==> config.mk <==
export PLATFORM = sky130hd
export DESIGN_NAME = harv_cal_seq
export DESIGN_NICKNAME = d
export VERILOG_FILES = /design/src/rtl/harv_cal_pkg.sv /design/src/rtl/harv_tick_timer.sv /design/src/rtl/harv_plateau_det.sv /design/src/rtl/harv_cal_seq.sv
export SDC_FILE = /design/constraint.sdc
export NUM_CORES = 1
export LEC_CHECK = 0
export BUFFER_PORTS_ARGS = -buffer_cell sky130_fd_sc_hd__buf_4
export CAP_MARGIN = 20
export CORE_MARGIN = 10
export CORE_UTILIZATION = 60
export CTS_CLUSTER_DIAMETER = 120
export DETAILED_ROUTE_END_ITERATION = 16
export HOLD_SLACK_MARGIN = 0.06
export PLACE_DENSITY = 0.83
export SLEW_MARGIN = 20
export SYNTH_ARGS = -nofsm -noshare
export SYNTH_HDL_FRONTEND = slang
export SYNTH_SLANG_ARGS = --single-unit
==> constraint.sdc <==
create_clock -name clk -period 3.99 [get_ports clk]
set_input_delay 1.197 -clock clk [delete_from_list [all_inputs] [get_ports clk]]
set_output_delay 1.197 -clock clk [all_outputs]
set_load 0.1 [all_outputs]
==> src/rtl/harv_cal_pkg.sv <==
package harv_cal_pkg;

  typedef enum logic [1:0] {
    PH_NORMAL = 2'd0,
    PH_SETTLE = 2'd1,
    PH_PUMP   = 2'd2,
    PH_REPORT = 2'd3
  } cal_phase_t;

  function automatic int unsigned max_of(input int unsigned a, input int unsigned b);
    return (a > b) ? a : b;
  endfunction

endpackage

==> src/rtl/harv_tick_timer.sv <==
module harv_tick_timer #(
  parameter int unsigned CNT_W = 8
) (
  input  logic             clk,
  input  logic             rst_n,
  input  logic             clr,
  input  logic             en,
  input  logic             tick,
  input  logic [CNT_W-1:0] limit,
  output logic             expire
);

  logic [CNT_W-1:0] cnt_q;
  logic [CNT_W-1:0] cnt_d;

  assign expire = en && tick && (cnt_q == limit - CNT_W'(1));

  always_comb begin
    cnt_d = cnt_q;
    if (clr) begin
      cnt_d = '0;
    end else if (en && tick) begin
      cnt_d = expire ? '0 : cnt_q + CNT_W'(1);
    end
  end

  always_ff @(posedge clk or negedge rst_n) begin
    if (!rst_n) begin
      cnt_q <= '0;
    end else begin
      cnt_q <= cnt_d;
    end
  end

  // the running count never reaches the active limit
  p_cnt_in_range_r3: assert property (@(posedge clk) disable iff (!rst_n)
    en |-> (cnt_q < limit));

endmodule

==> src/rtl/harv_plateau_det.sv <==
module harv_plateau_det #(
  parameter int unsigned CODE_W      = 8,
  parameter int unsigned MAX_SAMPLES = 16
) (
  input  logic              clk,
  input  logic              rst_n,
  input  logic              en,
  input  logic              valid,
  input  logic [CODE_W-1:0] code,
  output logic              done,
  output logic              timeout
);

  localparam int unsigned SW = $clog2(MAX_SAMPLES + 1);

  logic [CODE_W-1:0] prev_q, prev_d;
  logic              have_q, have_d;
  logic [SW-1:0]     nsamp_q, nsamp_d;
  logic              same;
  logic              last;

  assign same    = have_q && (code == prev_q);
  assign last    = (nsamp_q == SW'(MAX_SAMPLES - 1));
  assign done    = en && valid && (same || last);
  assign timeout = done && !same;

  always_comb begin
    prev_d  = prev_q;
    have_d  = have_q;
    nsamp_d = nsamp_q;
    if (!en) begin
      have_d  = 1'b0;
      nsamp_d = '0;
    end else if (valid) begin
      prev_d = code;
      have_d = 1'b1;
      if (!last) begin
        nsamp_d = nsamp_q + SW'(1);
      end
    end
  end

  always_ff @(posedge clk or negedge rst_n) begin
    if (!rst_n) begin
      prev_q  <= '0;
      have_q  <= 1'b0;
      nsamp_q <= '0;
    end else begin
      prev_q  <= prev_d;
      have_q  <= have_d;
      nsamp_q <= nsamp_d;
    end
  end

  // sample count is capped by the limit
  p_sample_cap_r6: assert property (@(posedge clk) disable iff (!rst_n)
    nsamp_q <= SW'(MAX_SAMPLES - 1));

endmodule

==> src/rtl/harv_cal_seq.sv <==
module harv_cal_seq
  import harv_cal_pkg::*;
#(
  parameter int unsigned CODE_W         = 8,
  parameter int unsigned INTERVAL_TICKS = 9000,
  parameter int unsigned SETTLE_TICKS   = 200,
  parameter int unsigned MAX_SAMPLES    = 16
) (
  input  logic              clk,
  input  logic              rst_n,
  input  logic              tick,
  input  logic              adc_valid,
  input  logic [CODE_W-1:0] adc_code,
  output logic              adc_on,
  output logic              adc_off,
  output logic              thr_zero,
  output logic              pump_start,
  output logic              codes_valid,
  output logic [CODE_W-1:0] res_code,
  output logic [CODE_W-1:0] max_code,
  output logic              no_plateau
);

  localparam int unsigned LIM_MAX = max_of(INTERVAL_TICKS, SETTLE_TICKS);
  localparam int unsigned CNT_W   = $clog2(LIM_MAX + 1);

  // reset: asserted asynchronously, released through two flops
  logic [1:0] rs_q;
  logic       rst_s;

  always_ff @(posedge clk or negedge rst_n) begin
    if (!rst_n) begin
      rs_q <= '0;
    end else begin
      rs_q <= {rs_q[0], 1'b1};
    end
  end
  assign rst_s = rs_q[1];

  cal_phase_t        phase_q, phase_d;
  logic              tmr_en, tmr_clr, tmr_expire;
  logic [CNT_W-1:0]  tmr_limit;
  logic              pl_en, pl_done, pl_timeout;
  logic              cal_begin;

  logic [CODE_W-1:0] res_q, res_d;
  logic              taken_q, taken_d;
  logic [CODE_W-1:0] max_q, max_d;
  logic              err_q, err_d;
  logic              on_q, on_d;
  logic              res_ld;

  // phase sequencing
  always_comb begin
    phase_d = phase_q;
    unique case (phase_q)
      PH_NORMAL: if (tmr_expire) phase_d = PH_SETTLE;
      PH_SETTLE: if (tmr_expire) phase_d = PH_PUMP;
      PH_PUMP:   if (pl_done)    phase_d = PH_REPORT;
      PH_REPORT: phase_d = PH_NORMAL;
      default:   phase_d = PH_NORMAL;
    endcase
  end

  assign tmr_en    = (phase_q == PH_NORMAL) || (phase_q == PH_SETTLE);
  assign tmr_clr   = (phase_d != phase_q);
  assign tmr_limit = (phase_q == PH_SETTLE) ? CNT_W'(SETTLE_TICKS) : CNT_W'(INTERVAL_TICKS);
  assign pl_en     = (phase_q == PH_PUMP);
  assign cal_begin = (phase_q == PH_NORMAL) && (phase_d == PH_SETTLE);

  harv_tick_timer #(
    .CNT_W (CNT_W)
  ) u_timer (
    .clk    (clk),
    .rst_n  (rst_s),
    .clr    (tmr_clr),
    .en     (tmr_en),
    .tick   (tick),
    .limit  (tmr_limit),
    .expire (tmr_expire)
  );

  harv_plateau_det #(
    .CODE_W      (CODE_W),
    .MAX_SAMPLES (MAX_SAMPLES)
  ) u_plateau (
    .clk     (clk),
    .rst_n   (rst_s),
    .en      (pl_en),
    .valid   (adc_valid),
    .code    (adc_code),
    .done    (pl_done),
    .timeout (pl_timeout)
  );

  // result registers: next-state logic
  assign res_ld = (phase_q == PH_SETTLE) && adc_valid && !taken_q;

  always_comb begin
    res_d   = res_q;
    taken_d = taken_q;
    max_d   = max_q;
    err_d   = err_q;
    on_d    = cal_begin;
    if (res_ld) begin
      res_d   = adc_code;
      taken_d = 1'b1;
    end else if (phase_q == PH_NORMAL) begin
      taken_d = 1'b0;
    end
    if (pl_done) begin
      max_d = adc_code;
    end else if (phase_q == PH_REPORT) begin
      max_d = '0;
    end
    if (cal_begin) begin
      err_d = 1'b0;
    end else if (pl_done) begin
      err_d = pl_timeout;
    end
  end

  always_ff @(posedge clk or negedge rst_s) begin
    if (!rst_s) begin
      phase_q <= PH_NORMAL;
      res_q   <= '0;
      taken_q <= 1'b0;
      max_q   <= '0;
      err_q   <= 1'b0;
      on_q    <= 1'b0;
    end else begin
      phase_q <= phase_d;
      res_q   <= res_d;
      taken_q <= taken_d;
      max_q   <= max_d;
      err_q   <= err_d;
      on_q    <= on_d;
    end
  end

  assign adc_on      = on_q;
  assign adc_off     = (phase_q == PH_REPORT);
  assign thr_zero    = (phase_q == PH_SETTLE);
  assign pump_start  = (phase_q == PH_PUMP);
  assign codes_valid = (phase_q == PH_REPORT);
  assign res_code    = res_q;
  assign max_code    = max_q;
  assign no_plateau  = err_q;

  // phase outputs never overlap
  p_phase_excl_r3: assert property (@(posedge clk) disable iff (!rst_s)
    $onehot0({thr_zero, pump_start, codes_valid}));

  // pumping follows the settling window directly
  p_pump_after_settle_r3: assert property (@(posedge clk) disable iff (!rst_s)
    $fell(thr_zero) |-> pump_start);

  // power-up coincides with the start of the window
  p_on_in_settle_r2: assert property (@(posedge clk) disable iff (!rst_s)
    adc_on |-> (thr_zero && !$past(thr_zero)));

  // reservoir code moves only from inside the settling window
  p_res_hold_r4: assert property (@(posedge clk) disable iff (!rst_s)
    !$past(thr_zero) |-> $stable(res_code));

  // the maximum takes the final sample code
  p_max_from_code_r5: assert property (@(posedge clk) disable iff (!rst_s)
    pl_done |=> (max_code == $past(adc_code)));

  // maximum cleared right after the report pulse
  p_max_clear_r7: assert property (@(posedge clk) disable iff (!rst_s)
    $past(codes_valid) |-> (max_code == '0));

  // the error flag only rises with the report
  p_err_at_report_r6: assert property (@(posedge clk) disable iff (!rst_s)
    $rose(no_plateau) |-> codes_valid);

endmodule

# [Word level (Yosys, flattened, before mapping)]
# Cells that the tools add are included.
[op_classes] div_mod_pow=0 n_mux=19 eq_ne=10 magnitude_cmp=0 n_reduce_logical=20 shift=0 bitwise=0 addsub=3 multipliers=0
[ops] op="two-way mux 14 bit" n=4
[ops] op="two-way mux 8 bit" n=2
[ops] op="two-way mux 5 bit" n=3
[ops] op="adder 14 x 1 -> 14 bit, second input constant" n=1
[ops] op="== test 14 bit" n=1
[ops] op="subtractor 14 x 1 -> 14 bit, second input constant" n=1
[ops] op="logical AND 1 bit" n=9
[ops] op="== test 8 bit" n=1
[ops] op="one-hot mux 2 bit (4 select lines)" n=1
[ops] op="nonzero test 2 bit" n=4
[ops] op="two-way mux 1 bit" n=6
[ops] op="two-way mux 2 bit" n=3
[ops] op="adder 5 x 1 -> 5 bit, second input constant" n=1
[ops] op="== test 5 x 4 -> 1 bit, second input constant" n=1
[ops] op="== test 2 x 1 -> 1 bit, second input constant" n=2
[ops] op="== test 2 bit, second input constant" n=2
[ops] op="!= test 2 bit, second input constant" n=2
[ops] op="AND reduction 2 bit" n=2
[ops] op="logical NOT 1 bit" n=2
[ops] op="logical NOT 2 bit" n=1
[ops] op="logical OR 1 bit" n=2
[ops] op="!= test 2 bit" n=1
[totals] ramBits=0 ff_bits=51 romBits=0 output_inout_bits=22 mem_count=0 latchBits=0

# [Depth between registers and ports, before layout]
# Gate-level depths: netlist (run 1).
[depth] ltp_word=10 depth_mapped=8

# [By module]
# Synthesis (run 1) repeated with hierarchy kept, for this count alone.
[hier_totals] hier_cells=310 area_unflattened_um2=3128.0
[modules_own_cells] module="harv_tick_timer" area_each_um2=1403.8 cells_each=176 instances=1 seq_area_each_um2=350.3
[modules_own_cells] module="harv_cal_seq" area_each_um2=1013.5 cells_each=73 instances=1 seq_area_each_um2=575.6
[modules_own_cells] module="harv_plateau_det" area_each_um2=710.7 cells_each=61 instances=1 seq_area_each_um2=350.3

# [Worst setup path before layout (run 1)]
# Ideal clock, no wire load.
[synth_path] path_type="register to output" startpoint="reg phase_q[1]" endpoint="out codes_valid" setup_slack_ps=1087 t_arrival_ps=1706 path_buffers=2 required_ps=2793 path_stages_with_launch=5 cell_sequence="dfrtp_1 -> buf_2 -> nand2_1 -> inv_1 -> buf_4"
[synth_between] elab_chain_len=1
[synth_rtl] element="start: declaration" line="harv_cal_seq.sv:40" source="cal_phase_t phase_q, phase_d;"
[synth_rtl] element="start signal: assignment" line="harv_cal_seq.sv:132" source="phase_q <= phase_d;"
[synth_rtl] element="== test 2 bit"
[synth_rtl] element="end: declaration" line="harv_cal_seq.sv:18" source="output logic codes_valid,"
# Every way passes these cells.

# [Final worst setup path (run 1)]
[layout_path] startpoint="reg phase_q[1]" endpoint="out pump_start"
[layout_between] elab_chain_len=1
[layout_rtl] element="== test 2 bit" line="harv_cal_seq.sv:144" source="assign pump_start = (phase_q == PH_PUMP);"
[layout_rtl] element="end: declaration" line="harv_cal_seq.sv:17" source="output logic pump_start,"
# Every way passes these cells.

==> results of run 1 <==
## per-stage QoR
| step | instance area, µm² | utilization | cells | total power (µW) |
|---|---|---|---|---|
| global route | 2730 | 0.729 | 313 | 1050 |
| floorplan | 2360 | - | 229 | 686 |
| detailed placement | 2640 | 0.706 | 305 | 728 |
| global placement | 2640 | 0.706 | 305 | 723 |
| finish | 2730 | 0.729 | 313 | 1000 |
| CTS | 2730 | 0.728 | 313 | 1010 |
## state kept, by name (all words and copies together), names as in the netlist
name               flops
u_timer.cnt_q         14
max_code               8
res_code               8
u_plateau.prev_q       8
u_plateau.nsamp_q      5
phase_q                2
rs_q                   2
adc_on                 1
no_plateau             1
taken_q                1
u_plateau.have_q       1
## kinds of logic (layout without fill, tap and decap cells)
group                      Yosys count  count (layout)  synth area share
other                                1               1           0.00159
and+or+nand+nor                     91              91             0.180
adders and majority gates            3               3            0.0159
xor gates and xnor gates            23              23            0.0853
buffers and inverters               22              58            0.0413
AOI/OAI and AO/OA                   21              21            0.0593
muxes                               17              17            0.0763
DFF                                 51              51             0.540
## power by group
part           switching, µW  total, µW  leakage, µW  internal [µW]
Sequential              44.5        590     0.000689            546
Combinational           75.6        127     0.000615           51.5
Clock                    164        287    0.0000412            123
Total                    284       1000      0.00135            720
## final timing paths
kind	from	to	slack (ns)	cells after the start
setup / recovery	phase_q[1]	pump_start	1.12	3
hold / removal	rs_q[1]	max_code[6]	0.34	0
setup reg to reg	phase_q[1]	max_code[6]	1.53	6
hold reg to reg	rs_q[1]	max_code[6]	0.34	0
max in group asynchronous	rs_q[1]	u_plateau.prev_q[3]	3.23	0
min in group clk	rs_q[0]	rs_q[1]	0.37	0
## layout make-up
cell class | instances | area share
repair buffers | 34 | 0.0935
multi-input cells | 156 | 0.362
clock buffers | 6 | 0.0266
inverters | 16 | 0.0220
flip-flops and latches | 51 | 0.469
well taps | 48 | 0.0220
clock inverters | 2 | 0.00459
## routing by layer
layer | global-route usage | wire length, µm | vias to the layer above
li1 | - | - | 829
met1 | 0.201 | 2090 | 820
met2 | 0.245 | 2340 | 51
met3 | 0.0518 | 345 | 4
met4 | 0.0435 | 42 | 0
met5 | 0 | 0 | -
## critical path, cell delays in order (launching register included)
cell,delay (ns)
dfrtp_1,0.54
nand2_1,0.28
inv_1,0.22
buf_4,0.32
## cell usage in the layout (no fill, tap or decap), types with 6 or more instances in the layout
master / instances
buf_4: 34
dfrtp_1: 50
inv_1: 16
mux2_2: 8
mux2i_1: 9
nand2_1: 31
nor2_1: 28
nor3_1: 6
o21ai_0: 9
xnor2_1: 6
xor2_1: 17
==> flow_metrics.env, run 1 <==
export IMPL_status="complete, no violations"
export IMPL_coreArea_mm2=0.00374
export IMPL_layout_drive_gt1_share=0.208
export IMPL_fillers=280
export IMPL_worst_slew_pin_slew_ns=0.744
export IMPL_num_rows=22
export IMPL_finalMaxSlewViolations=0
export IMPL_gp_routability_congestion=0.800
export IMPL_clockRootBuffer="clkbuf_8"
export IMPL_vias_per_cell=5.44
export IMPL_synth_main_ff_cell="dfrtp_1"
export IMPL_yosysUniqueCellTypes=33
export IMPL_cts_sinks=51
export IMPL_grt_max_degree=50
export IMPL_htree_levels=2
export IMPL_setup_tns_ns=0
export IMPL_multi_input_area_um2=988
export IMPL_drt_initial_drc_count=155
export IMPL_drv_cap=0
export IMPL_cts_clk_slew_worst_paths_ns=0.09
export IMPL_clkLatencyLatePin_ns=0.30
export IMPL_hold_viol=0
export IMPL_cp_max_fo=11
export IMPL_ys_async_sr_fraction=1.00
export IMPL_avgRoutedWirePerCell_um=15.4
export IMPL_skew_ns=0.00404
export IMPL_synthesis_area_mm2=0.00236
export IMPL_ys_seq_elements=51
export IMPL_synth_most_common_cell="dfrtp_1"
export IMPL_initial_core_util=0.631
export IMPL_numCtsBuffers=5
export IMPL_slew_headroom=0.501
export IMPL_route_detailed_drc=0
export IMPL_min_period_over_period=0.719
export IMPL_hold_ws_ns=0.345
export IMPL_ir_drop_mv=0.310
export IMPL_synthTopCellsByCount="dfrtp_1, nand2_1, nor2_1"
export IMPL_syn_to_final_growth_pct=15.5
export IMPL_antenna_cells=0
export IMPL_io_buffers=33
export IMPL_netlist_area_leader_share=0.540
export IMPL_fmax_ghz=0.349
export IMPL_drtAntennaViolNets=0
export IMPL_firstDrtPassIters=4
export IMPL_start_kind="flip-flop"
export IMPL_critical_path_class="flip-flop to primary output"
export IMPL_gr_total_overflow=0
export IMPL_place_ws_ns=0.991
export IMPL_synth_fp_nets=244
export IMPL_min_delay_path_class="flip-flop to asynchronous set/reset pin"
export IMPL_finalNetCount=279
export IMPL_antenna_found_initial=0
export IMPL_io_pins=34
export IMPL_clock_path_buffers=2
export IMPL_p_leak_uw=0.00135
export IMPL_yosysSeqAreaShare=0.540
export IMPL_worst_slack_ns=1.12
export IMPL_endpoint_kind="primary output"
export IMPL_avgSynthCellArea_um2=10.3
export IMPL_grt_pass1_wl_mm=8.35
export IMPL_synth_area_leaders="dfrtp_1, xor2_1, nand2_1"
export IMPL_grt_pass1_vias=1764
export IMPL_synth_cells=229
export IMPL_period_needed_ns=2.87
export IMPL_yosys_area_top_type="dfrtp_1"
export IMPL_regArea_mm2=0.00128
export IMPL_cts_tree="done"
export IMPL_hold_buffers=0
export IMPL_cellPowerDensity_mw_per_mm2=368
export IMPL_die_w_um=82.7
export IMPL_rsz0062_at_grt="no"
export IMPL_critPathArrivalTime_ns=1.67
export IMPL_dp_hpwl_mm=3.58
export IMPL_die_area_mm2=0.00685
export IMPL_track_usage=0.156
export IMPL_vias=1704
export IMPL_synth_edf_count=0
export IMPL_cts_resized=0
export IMPL_setup_viol=0
export IMPL_yosysWarnings=0
export IMPL_routed_wl_mm=4.82
export IMPL_required_ns=2.79
export IMPL_die_h_um=82.7
export IMPL_cts_setup_buffers=0
Note: power is estimated with default switching activity, not from simulation.
==> run 2, diff against run 1 <==
--- a/config.mk
+++ b/config.mk
@@ -5,14 +5,15 @@
 export SDC_FILE = /design/constraint.sdc
 export NUM_CORES = 1
 export LEC_CHECK = 0
+export ABC_AREA = 1
 export BUFFER_PORTS_ARGS = -buffer_cell sky130_fd_sc_hd__buf_4
 export CAP_MARGIN = 20
 export CORE_MARGIN = 10
-export CORE_UTILIZATION = 60
+export CORE_UTILIZATION = 57
 export CTS_CLUSTER_DIAMETER = 120
 export DETAILED_ROUTE_END_ITERATION = 16
 export HOLD_SLACK_MARGIN = 0.06
-export PLACE_DENSITY = 0.83
+export PLACE_DENSITY = 0.79
 export SLEW_MARGIN = 20
 export SYNTH_ARGS = -nofsm -noshare
 export SYNTH_HDL_FRONTEND = slang
==> constraint.sdc (replaced) <==
create_clock -name clk -period 2.7 [get_ports clk]
set_input_delay 0.81 -clock clk [delete_from_list [all_inputs] [get_ports clk]]
set_output_delay 0.81 -clock clk [all_outputs]
set_load 0.1 [all_outputs]
==> run 2 against run 1 <==
Effect of this change: clock skew up 0.0037 ns; core utilization is 5.5 points lower; first-iteration DRC count shrank 5.8%; worst setup slack worse by 0.73 ns; combinational power rose to 3.6 times the previous value; sequential share of layout area is 3.6 points lower; cell count rose by 25%; synthesized area increased by 10%; register-to-register slack worse by 0.66 ns; global-route usage decreased by 0.57 points; sequential power is 54% higher; clock power grew 57%; largest cell class unchanged; highest routed layer unchanged.
==> flow_metrics.env, run 2 <==
export IMPL_status="complete, no violations"
export IMPL_route_detailed_drc=0
export IMPL_numCtsBuffers=5
export IMPL_synth_most_common_cell="nand2_1"
export IMPL_io_pins=34
export IMPL_seqPwrFrac=0.499
export IMPL_syn_to_final_growth_pct=13.6
export IMPL_wl_met1_mm=2.58
export IMPL_period_needed_ns=2.31
export IMPL_yosys_area_top_type="dfrtp_1"
export IMPL_slew_headroom=0.584
export IMPL_gr_total_overflow=0
export IMPL_clock_path_buffers=2
export IMPL_routed_wl_met2_mm=2.47
export IMPL_setup_tns_ns=0
export IMPL_min_period_over_period=0.854
export IMPL_critical_path_class="flip-flop to primary output"
export IMPL_num_rows=24
export IMPL_clockRootBuffer="clkbuf_8"
export IMPL_clkLatencyLatePin_ns=0.31
export IMPL_cp_slowest_cell="dfrtp_1"
export IMPL_htree_levels=2
export IMPL_initial_core_util=0.593
export IMPL_path_cells="nand2_1, inv_1, buf_4"
export IMPL_synthTopCellsByCount="nand2_1, dfrtp_1, inv_1"
export IMPL_skew_ns=0.00778
export IMPL_yosysSeqAreaShare=0.491
export IMPL_cts_setup_buffers=0
export IMPL_required_ns=1.89
export IMPL_grt_pass1_vias=1984
export IMPL_firstDrtPassIters=5
export IMPL_drtAntennaViolNets=0
export IMPL_netlist_area_leader_share=0.491
export IMPL_swShare=0.367
export IMPL_gp_routability_congestion=0.817
export IMPL_endpoint_kind="primary output"
export IMPL_fmax_ghz=0.434
export IMPL_critPathArrivalTime_ns=1.50
export IMPL_ir_drop_mv=0.456
export IMPL_p_clk_frac=0.247
export IMPL_avgRoutedWirePerCell_um=13.7
export IMPL_worstRegToRegCells=10
export IMPL_synthesis_area_mm2=0.00260
export IMPL_power_switching_uw=669
export IMPL_die_area_mm2=0.00767
export IMPL_drv_cap=0
export IMPL_antenna_cells=0
export IMPL_reg2reg_from="u_plateau.nsamp_q[1]"
export IMPL_combPwrFrac=0.253
export IMPL_dp_hpwl_mm=4.01
export IMPL_r2r_end="u_plateau.nsamp_q[3]"
export IMPL_layout_drive_gt1_share=0.224
export IMPL_synth_area_leaders="dfrtp_1, nand2_1, inv_1"
export IMPL_cellPowerDensity_mw_per_mm2=617
export IMPL_yosysWarnings=0
export IMPL_avgSynthCellArea_um2=8.53
export IMPL_r2r_slack_ns=0.87
export IMPL_p_leak_uw=0.00147
export IMPL_wl_met3_um=287
export IMPL_fillers=372
export IMPL_setup_viol=0
export IMPL_vias=2063
export IMPL_rsz0062_at_grt="no"
export IMPL_hold_buffers=0
export IMPL_die_h_um=87.6
export IMPL_min_delay_path_class="input pin to asynchronous set/reset pin"
export IMPL_final_common_cell="nand2_1"
export IMPL_io_buffers=33
export IMPL_ys_seq_elements=51
export IMPL_die_w_um=87.6
export IMPL_highest_layer="met4"
export IMPL_synth_cells=305
export IMPL_final_cell_mix="nand2_1, dfrtp_1, inv_1, buf_4, nand3_1"
export IMPL_slowest_delay_ns=0.47
export IMPL_worst_slew_pin_slew_ns=0.624
export IMPL_drt_initial_drc_count=146
export IMPL_synth_main_ff_cell="dfrtp_1"
export IMPL_track_usage=0.150
export IMPL_top_register="u_timer.cnt_q"
export IMPL_antenna_found_initial=0
export IMPL_cts_tree="done"
export IMPL_grt_pass1_wl_mm=9.41
export IMPL_cts_clk_slew_worst_paths_ns=0.09
export IMPL_yosysUniqueCellTypes=33
export IMPL_finalNetCount=354
export IMPL_ys_async_sr_fraction=1.00
export IMPL_cts_resized=0
export IMPL_finalMaxSlewViolations=0
export IMPL_intPower_uw=1150
export IMPL_finish_utilization=0.674
export IMPL_hold_viol=0
export IMPL_synth_fp_nets=320
export IMPL_start_kind="flip-flop"
export IMPL_largest_register_ffs=14
export IMPL_coreArea_mm2=0.00438
export IMPL_synth_edf_count=0
export IMPL_routed_wl_mm=5.37
export IMPL_grt_max_degree=50
export IMPL_vias_per_cell=5.26
export IMPL_cp_max_fo=9
export IMPL_cts_sinks=51
==> run 2: cell count changes after synthesis, moves of 5 or more <==
cell	previous run	this run
o21ai_0	9	22
xor2_1	17	5
mux2_2	8	0
o21ai_2	0	8
nand3_1	5	26
a21oi_1	5	13
and3_1	5	0
a21oi_2	0	10
nand2_1	31	64
mux2i_1	9	0
inv_1	16	42
xnor2_1	6	1
==> run 2: worst max path at each step <==
stage	slack, ns	from	depth (start not counted)	to
after floorplan	0.19	phase_q[0]	3	codes_valid
after global routing	0.26	phase_q[0]	3	codes_valid
after detailed placement	0.48	adc_code[6]	11	u_timer.cnt_q[3]
final	0.39	phase_q[0]	3	codes_valid
after CTS	0.38	phase_q[0]	3	codes_valid
after global placement	0.53	adc_code[6]	11	u_timer.cnt_q[1]
==> run 2: layout make-up <==
class	count	area [µm²]	area share
clock buffers	5	68.8	0.0233
multi-input cells	201	1080	0.366
repair buffers	34	255	0.0864
well taps	52	65.1	0.0220
clock inverters	3	25.0	0.00847
inverters	46	178	0.0601
flip-flops and latches	51	1280	0.433
==> run 2: metal layers <==
metal / GRT usage / vias to the layer above
li1: - / 1047
met1: 0.215 / 944
met2: 0.218 / 66
met3: 0.0381 / 6
met4: 0.0435 / 0
met5: 0 / -
==> run 2: critical path: cells and delay by family, from the launching register on <==
| family | cells | cell delay, ns |
|---|---|---|
| buf+inv | 2 | 0.44 |
| flops | 1 | 0.47 |
| simple gates | 1 | 0.28 |
==> run 2: kinds of logic after synthesis <==
group	count (synthesis)	synth area share
buffers and inverters	53	0.0933
AOI/OAI and AO/OA	59	0.146
adders and majority gates	3	0.0144
xor gates and xnor gates	6	0.0202
DFF	51	0.491
other	1	0.00144
and+or+nand+nor	132	0.234
==> run 2: power by group through the flow <==
| stage | registers [µW] | logic [µW] | clock network, µW |
|---|---|---|---|
| floorplan | 1020 | 271 | 0 |
| global placement | 924 | 456 | 0 |
| detailed placement | 925 | 466 | 0 |
| CTS | 910 | 467 | 460 |
| global route | 922 | 521 | 493 |
| finish | 910 | 462 | 451 |
==> run 2: metrics by stage <==
step	area (µm²)	setup slack, ns	total power, µW	cells	hold slack, ns
final	2950	0.393	1820	392	0.267
after global routing	2950	0.262	1940	392	0.248
after CTS	2950	0.376	1840	392	0.257
after detailed placement	2860	0.484	1390	384	0.342
after global placement	2860	0.533	1380	384	0.335
after floorplan	2600	0.190	1290	305	0.331
